### src/rtl/rt_pkg.sv
package rt_pkg;
  localparam int CNT_W  = 8;
  localparam int RC_W   = 10;
  localparam int DATA_W = 16;
  localparam int ADDR_W = 2;

  // log2 of the prescale ratio for each clock-select code
  function automatic int div_log2(logic [2:0] sel);
    case (sel)
      3'd1: return 2;
      3'd2: return 4;
      3'd3: return 6;
      3'd4: return 8;
      3'd5: return 10;
      3'd6: return 11;
      3'd7: return 12;
      default: return 1;
    endcase
  endfunction

  localparam int PRE_W = div_log2(3'd7);

  typedef enum logic [ADDR_W-1:0] {
    ADR_CTRL = 2'd0,
    ADR_CNT  = 2'd1,
    ADR_COR  = 2'd2,
    ADR_TALLY = 2'd3
  } reg_addr_e;

  typedef struct packed {
    logic       lim_sel;
    logic       cbr;
    logic       ref_en;
    logic       ovf;
    logic       cmf;
    logic [2:0] cks;
  } ctrl_t;
endpackage

### src/rtl/rt_prescaler.sv
module rt_prescaler
  import rt_pkg::*;
#(
  parameter int PW = PRE_W
) (
  input  logic       clk_i,
  input  logic       rst_ni,
  input  logic [2:0] sel_i,
  output logic       tick_o
);
  logic [PW-1:0] pre_q;
  logic [7:0]    tap;

  always_ff @(posedge clk_i or negedge rst_ni) begin
    if (!rst_ni) pre_q <= '0;
    else         pre_q <= pre_q + 1'b1;
  end

  assign tap[0] = 1'b0;
  for (genvar g = 1; g < 8; g++) begin : g_tap
    localparam int L = div_log2(3'(g));
    assign tap[g] = &pre_q[L-1:0];
  end

  assign tick_o = tap[sel_i];
endmodule

### src/rtl/rt_interval.sv
module rt_interval #(
  parameter int W = 8
) (
  input  logic         clk_i,
  input  logic         rst_ni,
  input  logic         tick_i,
  input  logic         standby_i,
  input  logic [W-1:0] cor_i,
  input  logic         wr_en_i,
  input  logic [W-1:0] wr_data_i,
  output logic [W-1:0] cnt_o,
  output logic         match_o
);
  logic [W-1:0] cnt_q;
  logic         adv;

  assign adv     = tick_i && !standby_i;
  assign match_o = adv && (cnt_q == cor_i);
  assign cnt_o   = cnt_q;

  always_ff @(posedge clk_i or negedge rst_ni) begin
    if (!rst_ni)      cnt_q <= '0;
    else if (wr_en_i) cnt_q <= wr_data_i;
    else if (match_o) cnt_q <= '0;
    else if (adv)     cnt_q <= cnt_q + 1'b1;
  end

  a_r3_clear_on_match: assert property (@(posedge clk_i) disable iff (!rst_ni)
    match_o && !wr_en_i |=> cnt_q == '0);
  a_r4_standby_hold: assert property (@(posedge clk_i) disable iff (!rst_ni)
    standby_i && !wr_en_i |=> $stable(cnt_q));
  a_r10_write_wins: assert property (@(posedge clk_i) disable iff (!rst_ni)
    wr_en_i |=> cnt_q == $past(wr_data_i));
endmodule

### src/rtl/rt_tally.sv
module rt_tally #(
  parameter int W = 10
) (
  input  logic         clk_i,
  input  logic         rst_ni,
  input  logic         inc_i,
  input  logic         lim_sel_i,
  input  logic         wr_en_i,
  input  logic [W-1:0] wr_data_i,
  output logic [W-1:0] cnt_o,
  output logic         wrap_o
);
  localparam logic [W-1:0] LAST_FULL = '1;
  localparam logic [W-1:0] LAST_HALF = {1'b0, {(W-1){1'b1}}};

  logic [W-1:0] cnt_q;
  logic [W-1:0] last;

  assign last   = lim_sel_i ? LAST_HALF : LAST_FULL;
  assign wrap_o = inc_i && !wr_en_i && (cnt_q == last);
  assign cnt_o  = cnt_q;

  always_ff @(posedge clk_i or negedge rst_ni) begin
    if (!rst_ni)      cnt_q <= '0;
    else if (wr_en_i) cnt_q <= wr_data_i;
    else if (wrap_o)  cnt_q <= '0;
    else if (inc_i)   cnt_q <= cnt_q + 1'b1;
  end

  a_r7_step: assert property (@(posedge clk_i) disable iff (!rst_ni)
    inc_i && !wr_en_i && !wrap_o |=> cnt_q == $past(cnt_q) + 1'b1);
  a_r8_wrap_zero: assert property (@(posedge clk_i) disable iff (!rst_ni)
    wrap_o |=> cnt_q == '0);
endmodule

### src/rtl/refresh_timer.sv
module refresh_timer
  import rt_pkg::*;
(
  input  logic              clk_i,
  input  logic              rst_ni,
  input  logic              mrst_i,
  input  logic              standby_i,
  input  logic              reg_we_i,
  input  logic [ADDR_W-1:0] reg_addr_i,
  input  logic [DATA_W-1:0] reg_wdata_i,
  output logic [DATA_W-1:0] reg_rdata_o,
  output logic              refresh_req_o
);
  localparam int HI_W = DATA_W - CNT_W;

  ctrl_t             ctrl_q;
  ctrl_t             wr_ctrl;
  logic [CNT_W-1:0]  cor_q;
  logic [HI_W-1:0]   cnt_hi_q;
  logic [CNT_W-1:0]  cnt;
  logic [RC_W-1:0]   tally;
  logic              tick, match, wrap, req_q;
  logic              we_ctrl, we_cnt, we_cor, we_tally;

  assign wr_ctrl  = ctrl_t'(reg_wdata_i[7:0]);
  assign we_ctrl  = reg_we_i && (reg_addr_i == ADR_CTRL);
  assign we_cnt   = reg_we_i && (reg_addr_i == ADR_CNT);
  assign we_cor   = reg_we_i && (reg_addr_i == ADR_COR);
  assign we_tally = reg_we_i && (reg_addr_i == ADR_TALLY);

  rt_prescaler #(.PW(PRE_W)) u_pre (
    .clk_i (clk_i),
    .rst_ni(rst_ni),
    .sel_i (ctrl_q.cks),
    .tick_o(tick)
  );

  rt_interval #(.W(CNT_W)) u_int (
    .clk_i    (clk_i),
    .rst_ni   (rst_ni),
    .tick_i   (tick),
    .standby_i(standby_i),
    .cor_i    (cor_q),
    .wr_en_i  (we_cnt),
    .wr_data_i(reg_wdata_i[CNT_W-1:0]),
    .cnt_o    (cnt),
    .match_o  (match)
  );

  rt_tally #(.W(RC_W)) u_tally (
    .clk_i    (clk_i),
    .rst_ni   (rst_ni),
    .inc_i    (req_q),
    .lim_sel_i(ctrl_q.lim_sel),
    .wr_en_i  (we_tally),
    .wr_data_i(reg_wdata_i[RC_W-1:0]),
    .cnt_o    (tally),
    .wrap_o   (wrap)
  );

  // control and sticky flags; an event outranks a clearing write, manual reset outranks both
  always_ff @(posedge clk_i or negedge rst_ni) begin
    if (!rst_ni) begin
      ctrl_q <= '0;
    end else begin
      if (we_ctrl) begin
        ctrl_q.cks     <= wr_ctrl.cks;
        ctrl_q.ref_en  <= wr_ctrl.ref_en;
        ctrl_q.cbr     <= wr_ctrl.cbr;
        ctrl_q.lim_sel <= wr_ctrl.lim_sel;
      end
      if (mrst_i) begin
        ctrl_q.cmf <= 1'b0;
        ctrl_q.ovf <= 1'b0;
      end else begin
        ctrl_q.cmf <= match || (ctrl_q.cmf && !(we_ctrl && !wr_ctrl.cmf));
        ctrl_q.ovf <= wrap  || (ctrl_q.ovf && !(we_ctrl && !wr_ctrl.ovf));
      end
    end
  end

  always_ff @(posedge clk_i or negedge rst_ni) begin
    if (!rst_ni) begin
      cor_q    <= '0;
      cnt_hi_q <= '0;
      req_q    <= 1'b0;
    end else begin
      if (we_cor) cor_q    <= reg_wdata_i[CNT_W-1:0];
      if (we_cnt) cnt_hi_q <= reg_wdata_i[DATA_W-1:CNT_W];
      req_q <= match && ctrl_q.ref_en && ctrl_q.cbr && !mrst_i;
    end
  end

  assign refresh_req_o = req_q;

  always_comb begin
    unique case (reg_addr_i)
      ADR_CTRL:  reg_rdata_o = {{(DATA_W-8){1'b0}}, ctrl_q};
      ADR_CNT:   reg_rdata_o = {cnt_hi_q, cnt};
      ADR_COR:   reg_rdata_o = {{HI_W{1'b0}}, cor_q};
      default:   reg_rdata_o = {{(DATA_W-RC_W){1'b0}}, tally};
    endcase
  end

  a_r6_req_gated: assert property (@(posedge clk_i) disable iff (!rst_ni)
    refresh_req_o |-> $past(ctrl_q.ref_en && ctrl_q.cbr));
  a_r6_req_single: assert property (@(posedge clk_i) disable iff (!rst_ni)
    refresh_req_o |=> !refresh_req_o);
  a_r5_mrst_clears: assert property (@(posedge clk_i) disable iff (!rst_ni)
    mrst_i |=> !ctrl_q.cmf && !ctrl_q.ovf && !refresh_req_o);
  a_r9_match_sets: assert property (@(posedge clk_i) disable iff (!rst_ni)
    match && !mrst_i |=> ctrl_q.cmf);
  a_r2_stopped: assert property (@(posedge clk_i) disable iff (!rst_ni)
    ctrl_q.cks == 3'd0 && !we_cnt |=> $stable(cnt));
endmodule

### config.mk
export PLATFORM = sky130hd
export DESIGN_NAME = refresh_timer
export DESIGN_NICKNAME = d
export VERILOG_FILES = /design/src/rtl/rt_pkg.sv /design/src/rtl/rt_prescaler.sv /design/src/rtl/rt_interval.sv /design/src/rtl/rt_tally.sv /design/src/rtl/refresh_timer.sv
export SDC_FILE = /design/constraint.sdc
export NUM_CORES = 1
export LEC_CHECK = 0
export BUFFER_PORTS_ARGS = -buffer_cell sky130_fd_sc_hd__buf_2
export CORE_MARGIN = 2
export CORE_UTILIZATION = 62
export CTS_CLUSTER_SIZE = 20
export DETAILED_ROUTE_END_ITERATION = 10
export PLACE_DENSITY = 0.85
export SYNTH_ARGS = -nofsm -noshare
export SYNTH_HDL_FRONTEND = slang
export SYNTH_HIERARCHICAL = 1
export SYNTH_SLANG_ARGS = --single-unit
### constraint.sdc
create_clock -name clk_i -period 3.2 [get_ports clk_i]
set_clock_uncertainty 0.05 [all_clocks]
set_input_delay 0.64 -clock clk_i [delete_from_list [all_inputs] [get_ports clk_i]]
set_output_delay 0.64 -clock clk_i [all_outputs]
set_load 0.02 [all_outputs]
==> results of run 1 <==
==> cell usage in the layout, fill, tap and decap left out, types with 8 or more instances in the layout <==
cell,netlist,routed
a21oi_1,8,8
nor2_1,14,14
inv_1,11,11
nor2b_1,10,10
mux2_2,22,22
o21ai_0,11,11
dfrtp_1,55,55
xor2_1,18,18
nand2_1,17,17
buf_2,1,39
nand3_1,9,9
==> flip-flops by register name, indices dropped and copies added (netlist names) <==
register       cells
u_pre/pre_q       12
ctrl_q             8
refresh_req_o      1
cnt_hi_q           8
cor_q              8
u_int/cnt_o        8
u_tally/cnt_o     10
==> cell usage after synthesis, drive strengths merged (6+ instances only) <==
master  count  share of area [%]
nand4      10                2.9
mux2       22                7.8
nand3      10                2.0
and3        7                1.7
nor2       14                1.7
nand2      17                2.0
dfrtp      55                 44
and2        6                1.2
mux4        8                6.2
xor2       18                5.0
a21oi       8                1.3
o21ai      12                1.9
inv        11                1.3
nor3        9                2.4
nor2b      10                2.0
==> logic make-up after synthesis <==
family	synth area share, %
compound gates	10.2
xor+xnor	6.38
fa+ha+maj	1.19
buf+inv	3.61
flops	43.6
mux	14.7
simple gates	20.4
==> metal layers <==
metal | vias up | routed length [um] | part of all wire (%)
li1 | 1118 | - | -
met1 | 1151 | 3090 | 46
met2 | 97 | 3230 | 48
met3 | 7 | 360 | 5.3
met4 | 0 | 72 | 1.1
met5 | - | 0 | 0
==> worst paths after layout <==
check / endpoint / slack [ps] / depth (start not counted)
worst min register to register: u_pre/pre_q[0] / 440 / 1
worst max-delay path: ctrl_q[3] / 570 / 9
worst max register to register: ctrl_q[3] / 570 / 9
max in group asynchronous: cor_q[1] / 2250 / 2
worst min-delay path: u_pre/pre_q[7] / 400 / 2
min in group clk_i: u_pre/pre_q[0] / 440 / 1
==> power by group <==
group          switching [mW]  total, mW  internal (mW)
Clock                   0.226      0.379          0.153
Sequential              0.101      0.879          0.778
Combinational           0.208      0.394          0.186
Total                   0.535       1.65           1.12
==> final cells by class <==
type,count,area [um^2]
flip-flops and latches,55,1380
multi-input cells,204,1670
inverters,11,41.3
clock buffers,5,68.8
repair buffers,42,218
well taps,67,83.8
fillers,374,1340
clock inverters,3,20.0
==> flow_metrics.py, run 1 <==
metrics = {
    "yosys": {
        "yosysWarnings": 6,
        "ys_types": 56,
        "postSynthRegisterBits": 55,
        "synth_cells": 280,
        "yosysSeqAreaShare_pct": 43.6,
        "netlist_area_um2": 3160,
        "async_flop_share_pct": 100,
        "syn_area_per_cell_um2": 11.3,
        "synth_edf_count": 0,
        "syn_nets": 306,
        "synth_top_flop_cell": "dfrtp_1",
    },
    "floorplanning": {
        "die_h_um": 75.4,
        "dieArea_um2": 5680,
        "num_rows": 25,
        "placeableCoreArea_um2": 4820,
        "initial_core_util_pct": 65.5,
        "chipWidth_um": 75.4,
        "ioPinCount": 40,
    },
    "power_and_ir_drop": {
        "peakVddDrop_v": 0.000276,
        "p_per_area_nw_per_um2": 475,
        "p_leak_nw": 1.52,
        "power_mw": 1.65,
    },
    "setup_path": {
        "cp-end-kind": "register",
        "crit_start": "u_pre/pre_q[0]",
        "cp_top_family": "simple AND/OR/NAND/NOR gates",
        "cp-start-kind": "register",
        "r2r-start": "u_pre/pre_q[0]",
        "criticalPathCategory": "reg2reg",
        "crit_arrival_ps": 2820,
        "worstPathRequired_ps": 3390,
        "slowest_delay_ps": 480,
        "critPathMaxFanout": 11,
        "cp_num_buf_inv": 0,
        "crit_slowest_cell": "nor2_1",
        "cp_common_cell": "nor2_1",
        "crit_path_cell_trace": "ha_1, nand3_1, nor2_1, a32o_1, nand2b_1, nor2_1, and3_2, nor2_1, a211oi_1",
    },
    "timing": {
        "min_period_ps": 2630,
        "rsz0062_at_grt": "false",
        "fmax_mhz": 380,
        "worstMarginPinSlew_ps": 689,
        "whs_ps": 400,
        "worst_slack_ps": 570,
        "fin_setup_tns_ps": 0,
        "slew_viol_final": 0,
        "setup_viol": 0,
        "maxSlewHeadroom_pct": 54.1,
        "finalHoldViolCount": 0,
        "fin_crit_sh_pct": 82.2,
    },
    "global_route": {
        "track_usage_pct": 26.6,
        "globalRoute.busiestLayer": "met2",
        "grt_pass1_vias": 2206,
        "grt_pass1_wl_mm": 11.1,
        "grt_util_met3_pct": 3.97,
        "overflow": 0,
        "grt_max_degree": 56,
        "antenna_found_initial": 0,
        "use_met2_pct": 40.8,
        "use_met1_pct": 40.4,
    },
    "detailed_routing": {
        "ant_nets": 0,
        "route.detailed.wl_per_inst_um": 17.5,
        "finalWirelength_mm": 6.75,
        "firstDrtPassIters": 5,
        "drc_errors": 0,
        "drtIter0Drc": 165,
        "vias": 2373,
        "vias_per_cell": 6.13,
    },
    "layout": {
        "nNetsFinal": 345,
        "final_cell_area_um2": 3470,
        "drive_gt1_share_pct": 29.1,
        "utilization_pct": 72.1,
        "area_growth_pct": 10.1,
        "n_antenna_cell": 0,
        "instances_no_fill": 387,
    },
    "clock_tree": {
        "clk_path_buf_depth": 2,
        "cts.clk_slew.worst_paths_ps": 100,
        "clock_latency_ps": 320,
        "h-tree-depth": 2,
        "cts_hold_buffers": 0,
        "cts_tree": "built",
        "cts_resized": 0,
        "cts_setup_buffers": 0,
        "cts.sinks": 55,
        "cts_buffers": 5,
        "root_buffer": "clkbuf_8",
    },
    "place": {
        "gp_congestion": 0.923,
        "port_buffers": 39,
        "placed_cell_area_um2": 3390,
        "place_inst": 379,
        "hpwl_mm": 4.95,
        "place_ws_ps": 605,
    },
    "worst_hold_path": {
        "hold_class": "in2async",
    },
    "outcome": {
        "status": "finished clean",
    },
    "flow_run": {
        "drv_cap": 0,
    },
}
Note: power is estimated with default switching activity, not from simulation.
==> run 2: changes to the inputs <==
Settings changed: ABC_AREA set to 1, CORE_UTILIZATION 62 to 59, PLACE_DENSITY 0.85 to 0.81.
Clock period 3.2 ns to 2.65 ns, I/O delays scaled along.
==> run 2 against run 1 <==
  * Final area is 8.4% higher
  * Critical path depth is 6 higher
  * Global-route usage is 0.37 points higher
  * Worst setup slack worse by 190 ps
  * Die area is 12% higher
  * Sequential share of layout area is 3.1 points lower
  * Wire length is 17% higher
  * Via count is 26% higher
  * Sequential power is 25% higher
  * Count of clock-buffer cells in the layout is 1 higher
  * Critical endpoint unchanged
==> flow_metrics.py, run 2 <==
metrics = {
    "yosys": {
        "synth_top_area_share_pct": 40.8,
        "synth_compound_area_share_pct": 10.4,
        "netlist_area_um2": 3370,
        "synth_top_family_by_area": "simple AND/OR/NAND/NOR gates",
        "yosysSeqAreaShare_pct": 40.8,
        "synthAdderAreaFrac_pct": 1.11,
        "yosys.area.top_type": "dfrtp_1",
        "synth_top_flop_cell": "dfrtp_1",
        "syn_nets": 472,
        "yosysMostFrequentCell": "nand2_1",
        "synth_cells": 446,
        "synth_mux_area_share_pct": 0,
        "yosysWarnings": 6,
        "postSynthRegisterBits": 55,
        "synth_edf_count": 0,
        "yosys.area_share.simple_pct": 34.2,
        "ys_types": 33,
        "yosys-top-cells-area": "dfrtp_1, nand2_1, inv_1, nand3_1, o21ai_2",
        "synth-xor-area-share_pct": 4.67,
        "async_flop_share_pct": 100,
        "synthTopCellsByCount": "nand2_1, dfrtp_1, inv_1",
        "syn_area_per_cell_um2": 7.57,
    },
    "power_and_ir_drop": {
        "power_mw": 2.30,
        "peakVddDrop_v": 0.000301,
        "p_per_area_nw_per_um2": 612,
        "p_leak_nw": 1.90,
    },
    "timing": {
        "fin_setup_tns_ps": 0,
        "fin_crit_sh_pct": 85.6,
        "fmax_mhz": 441,
        "finalHoldViolCount": 0,
        "maxSlewHeadroom_pct": 53.2,
        "setup_viol": 0,
        "min_period_ps": 2270,
        "rsz0062_at_grt": "false",
        "slew_viol_final": 0,
        "worstMarginPinSlew_ps": 699,
        "whs_ps": 88.8,
    },
    "detailed_routing": {
        "ant_nets": 0,
        "vias": 3001,
        "firstDrtPassIters": 5,
        "finalWirelength_mm": 7.89,
        "drtIter0Drc": 137,
        "drc_errors": 0,
        "vias_per_cell": 5.34,
        "route.detailed.wl_per_inst_um": 14.0,
    },
    "floorplanning": {
        "die_h_um": 79.6,
        "dieArea_um2": 6340,
        "ioPinCount": 40,
        "placeableCoreArea_um2": 5510,
        "num_rows": 27,
        "chipWidth_um": 79.6,
        "initial_core_util_pct": 61.3,
    },
    "global_route": {
        "antenna_found_initial": 0,
        "overflow": 0,
        "track_usage_pct": 27.0,
        "grt_pass1_wl_mm": 13.4,
        "grt_max_degree": 26,
        "grt_pass1_vias": 2899,
    },
    "clock_tree": {
        "cts_resized": 0,
        "cts_buffers": 5,
        "cts_setup_buffers": 0,
        "h-tree-depth": 2,
        "cts.clk_slew.worst_paths_ps": 100,
        "clock_latency_ps": 310,
        "cts.sinks": 55,
        "cts_tree": "built",
        "clk_path_buf_depth": 2,
        "root_buffer": "clkbuf_8",
        "cts_hold_buffers": 0,
    },
    "layout": {
        "utilization_pct": 68.4,
        "layout_common_cells": "nand2_1, dfrtp_1, inv_1",
        "nNetsFinal": 515,
        "drive_gt1_share_pct": 21.6,
        "top_register": "u_pre/pre_q",
        "instances_no_fill": 562,
        "n_antenna_cell": 0,
        "area_growth_pct": 11.6,
        "layout_commonest_cell": "nand2_1",
        "largest_reg_flops": 12,
        "nFillCells": 456,
    },
    "setup_path": {
        "cp-end-kind": "register",
        "criticalPathCategory": "reg2reg",
        "crit_arrival_ps": 2450,
        "cp_num_buf_inv": 2,
        "crit_path_cell_trace": "ha_1, nand2_2, nor2_4, nand2_2, nor2_1, nand3_1, nand2_1, inv_1, nor2_1, nand2_1, nor2_2, nand3b_1, nor2_4, inv_1, o21ai_0",
        "cp-start-kind": "register",
        "r2r_cells": 15,
        "r2r_end": "ctrl_q[3]",
        "cp_top_family": "simple AND/OR/NAND/NOR gates",
        "critPathMaxFanout": 5,
        "rrSetupSlack_ps": 380,
        "crit_slowest_cell": "dfrtp_1",
        "worstPathRequired_ps": 2830,
        "slowest_delay_ps": 400,
        "r2r-start": "u_pre/pre_q[0]",
    },
    "flow_run": {
        "drv_cap": 0,
    },
    "place": {
        "hpwl_mm": 6.09,
        "place_inst": 554,
        "port_buffers": 39,
        "gp_congestion": 0.915,
    },
    "worst_hold_path": {
        "hold_class": "in2async",
    },
    "outcome": {
        "status": "finished clean",
    },
}
## run 2: cell count changes in the layout (fill, tap and decap cells not counted), sizes merged, moves of 7 or more
cell	previous run	this run
nand2	17	162
inv	11	62
nor2	14	44
o21ai	12	35
mux2	22	0
nand3	10	26
nor2b	10	0
mux4	8	0
and3	7	0
xor2	18	11
## run 2: where the power goes
group | switching (mW) | internal [mW] | total [mW]
sequential | 0.149 | 0.950 | 1.10
combinational | 0.346 | 0.208 | 0.554
clock | 0.272 | 0.378 | 0.650
## run 2: layout make-up
type	count	area [um^2]	share of cell area, %
clock buffer	6	72.6	1.93
clock inverter	2	60.1	1.59
inverter	64	248	6.58
multi-input combinational	321	1700	45.2
sequential	55	1380	36.5
tap	72	90.1	2.39
timing repair buffer	42	218	5.78
## run 2: through the flow
stage | setup WS [ps] | instance area [um^2]
floorplan | 712 | 3370
global placement | 519 | 3630
finish | 381 | 3770
global route | 160 | 3770
detailed placement | 374 | 3630
CTS | 363 | 3770
## run 2: how the worst max path moves through the flow
stage / from / end / depth (start not counted)
2_1_floorplan: u_pre/pre_q[0] / ctrl_q[3] / 15
3_3_place_gp: u_pre/pre_q[0] / ctrl_q[3] / 15
3_5_place_dp: u_pre/pre_q[0] / ctrl_q[3] / 15
4_1_cts: u_pre/pre_q[0] / ctrl_q[3] / 15
5_1_grt: u_pre/pre_q[0] / ctrl_q[3] / 15
6_report: u_pre/pre_q[0] / ctrl_q[3] / 15
## run 2: cell families (layout without fill, tap and decap cells)
| group | Yosys count | after routing |
|---|---|---|
| AO/OA/AOI/OAI | 53 | 53 |
| buffers and inverters | 70 | 114 |
| adder cells (fa/ha/maj) | 3 | 3 |
| XOR/XNOR | 18 | 18 |
| flip-flops | 55 | 55 |
| AND/OR/NAND/NOR | 247 | 247 |
## run 2: per-layer routing
layer / global-route usage, % / vias to the layer above / wire, um
li1: - / 1487 / -
met4: 9.14 / 0 / 146
met2: 44.6 / 91 / 3810
met3: 4.19 / 15 / 424
met1: 36.0 / 1408 / 3510
met5: 0 / - / 0
==> run 3: changes to the inputs <==
Settings changed: CORE_UTILIZATION 59 to 30, PLACE_DENSITY 0.81 to not set.
==> run 3 against run 2 <==
  * Maximum frequency is 0.78% lower
  * Sequential power barely moved
  * Die area rose by 91%
  * Global-route usage decreased by 12 points
  * Flip-flop and latch count did not move
  * Hold slack gained 190 ps
  * Clock power shrank 21%
  * Critical path depth decreased by 2
  * Final area grew 1.2%
  * Worst setup slack lost 18 ps
==> flow_metrics.py, run 3 (synthesis gave the netlist of run 2 again) <==
metrics = {
    "floorplanning": {
        "dieArea_um2": 12100,
        "num_rows": 38,
        "placeableCoreArea_um2": 10900,
        "chipWidth_um": 110,
        "die_h_um": 110,
        "initial_core_util_pct": 31.0,
        "ioPinCount": 40,
    },
    "setup_path": {
        "cp-start-kind": "register",
        "critPathMaxFanout": 9,
        "criticalPathCategory": "reg2reg",
        "crit_start": "u_pre/pre_q[0]",
        "rrSetupSlack_ps": 360,
        "cp-end-kind": "register",
        "crit_arrival_ps": 2450,
        "worstPathRequired_ps": 2810,
        "r2r-start": "u_pre/pre_q[0]",
    },
    "worst_hold_path": {
        "hold_class": "in2async",
    },
    "power_and_ir_drop": {
        "power_frac_seq_pct": 50.7,
        "p_per_area_nw_per_um2": 570,
        "power_mw": 2.17,
        "peakVddDrop_v": 0.000198,
        "p_comb_share_pct": 25.6,
        "clkPwrFrac_pct": 23.7,
        "switching_share_pct": 35.7,
        "p_int_mw": 1.40,
        "p_switching_mw": 0.775,
        "p_leak_nw": 1.88,
    },
    "detailed_routing": {
        "vias_per_cell": 4.63,
        "route.detailed.wl_per_inst_um": 12.9,
        "vias": 2911,
        "firstDrtPassIters": 4,
        "drtIter0Drc": 151,
        "finalWirelength_mm": 8.14,
        "ant_nets": 0,
        "drc_errors": 0,
    },
    "clock_tree": {
        "cts.clk_slew.worst_paths_ps": 100,
        "root_buffer": "clkbuf_8",
        "cts_hold_buffers": 0,
        "cts_resized": 0,
        "clk_path_buf_depth": 2,
        "cts_buffers": 5,
        "cts_tree": "built",
        "cts.sinks": 55,
        "h-tree-depth": 2,
        "clock_latency_ps": 320,
        "cts_setup_buffers": 0,
    },
    "layout": {
        "instances_no_fill": 629,
        "top_register": "u_pre/pre_q",
        "utilization_pct": 35.0,
        "final_cell_area_um2": 3810,
        "nFillCells": 1137,
        "area_growth_pct": 12.9,
        "n_antenna_cell": 0,
        "final-seq-area_um2": 1380,
        "layout_common_cells": "nand2_1, dfrtp_1, inv_1",
        "largest_reg_flops": 12,
        "drive_gt1_share_pct": 21.5,
        "multiInputGateArea_um2": 1700,
        "nNetsFinal": 514,
        "layout_commonest_cell": "nand2_1",
    },
    "timing": {
        "fin_crit_sh_pct": 86.3,
        "min_period_ps": 2290,
        "slew_viol_final": 0,
        "rsz0062_at_grt": "false",
        "setup_viol": 0,
        "fmax_mhz": 437,
        "maxSlewHeadroom_pct": 52.5,
        "worstMarginPinSlew_ps": 713,
        "finalHoldViolCount": 0,
        "fin_setup_tns_ps": 0,
    },
    "global_route": {
        "track_usage_pct": 14.6,
        "grt_max_degree": 56,
        "antenna_found_initial": 0,
        "grt_pass1_wl_mm": 13.5,
        "grt_pass1_vias": 2783,
        "overflow": 0,
    },
    "place": {
        "port_buffers": 39,
        "hpwl_mm": 6.34,
        "gp_congestion": 0.883,
        "placed_cell_area_um2": 3710,
        "place_inst": 621,
    },
    "flow_run": {
        "drv_cap": 0,
    },
    "outcome": {
        "status": "finished clean",
    },
}
run 3: worst paths after layout:
kind | depth (start not counted) | end
max in group asynchronous | 2 | u_int/cnt_o[2]
worst max register to register | 13 | u_int/cnt_o[4]
worst max-delay path | 13 | u_int/cnt_o[4]
worst min-delay path | 2 | u_pre/pre_q[0]
worst min register to register | 2 | cnt_hi_q[1]
min in group clk_i | 3 | cnt_hi_q[5]
run 3: area by class of cell:
cell class	count	share of cell area [%]
multi-input combinational	321	44.6
sequential	55	36.1
inverter	64	6.50
timing repair buffer	41	5.52
tap	140	4.60
clock buffer	8	2.63
run 3: metal layers:
layer	global-route usage, %	wire length (um)	up-vias
met3	2.94	262	21
met1	18.2	3700	1343
li1	-	-	1496
met2	24.0	3920	51
met5	0	0	-
met4	6.87	255	0
run 3: worst max-delay path, stage by stage (launching register included):
cell	delay (ps)
dfrtp_1	390
ha_1	230
nand2_2	90
nor2_4	150
nand2_2	90
nor2_1	80
nand3_1	70
nand2_1	60
inv_1	40
nor2_1	220
inv_1	160
nand2_1	270
o21ai_0	110
o21bai_1	170
run 3: power groups by stage:
stage,sequential [mW],clock [mW],combinational (mW)
2_1_floorplan,1.07,0,0.411
3_3_place_gp,1.11,0,0.545
3_5_place_dp,1.12,0,0.557
4_1_cts,1.10,0.530,0.559
5_1_grt,1.12,0.555,0.634
6_report,1.10,0.514,0.555
run 3: metrics by stage:
stage                     hold slack [ps]  worst slack [ps]
after detailed placement              422               396
final                                 280               363
after global routing                  354              90.7
after global placement                417               483
after floorplan                       184               712
after CTS                             311               358
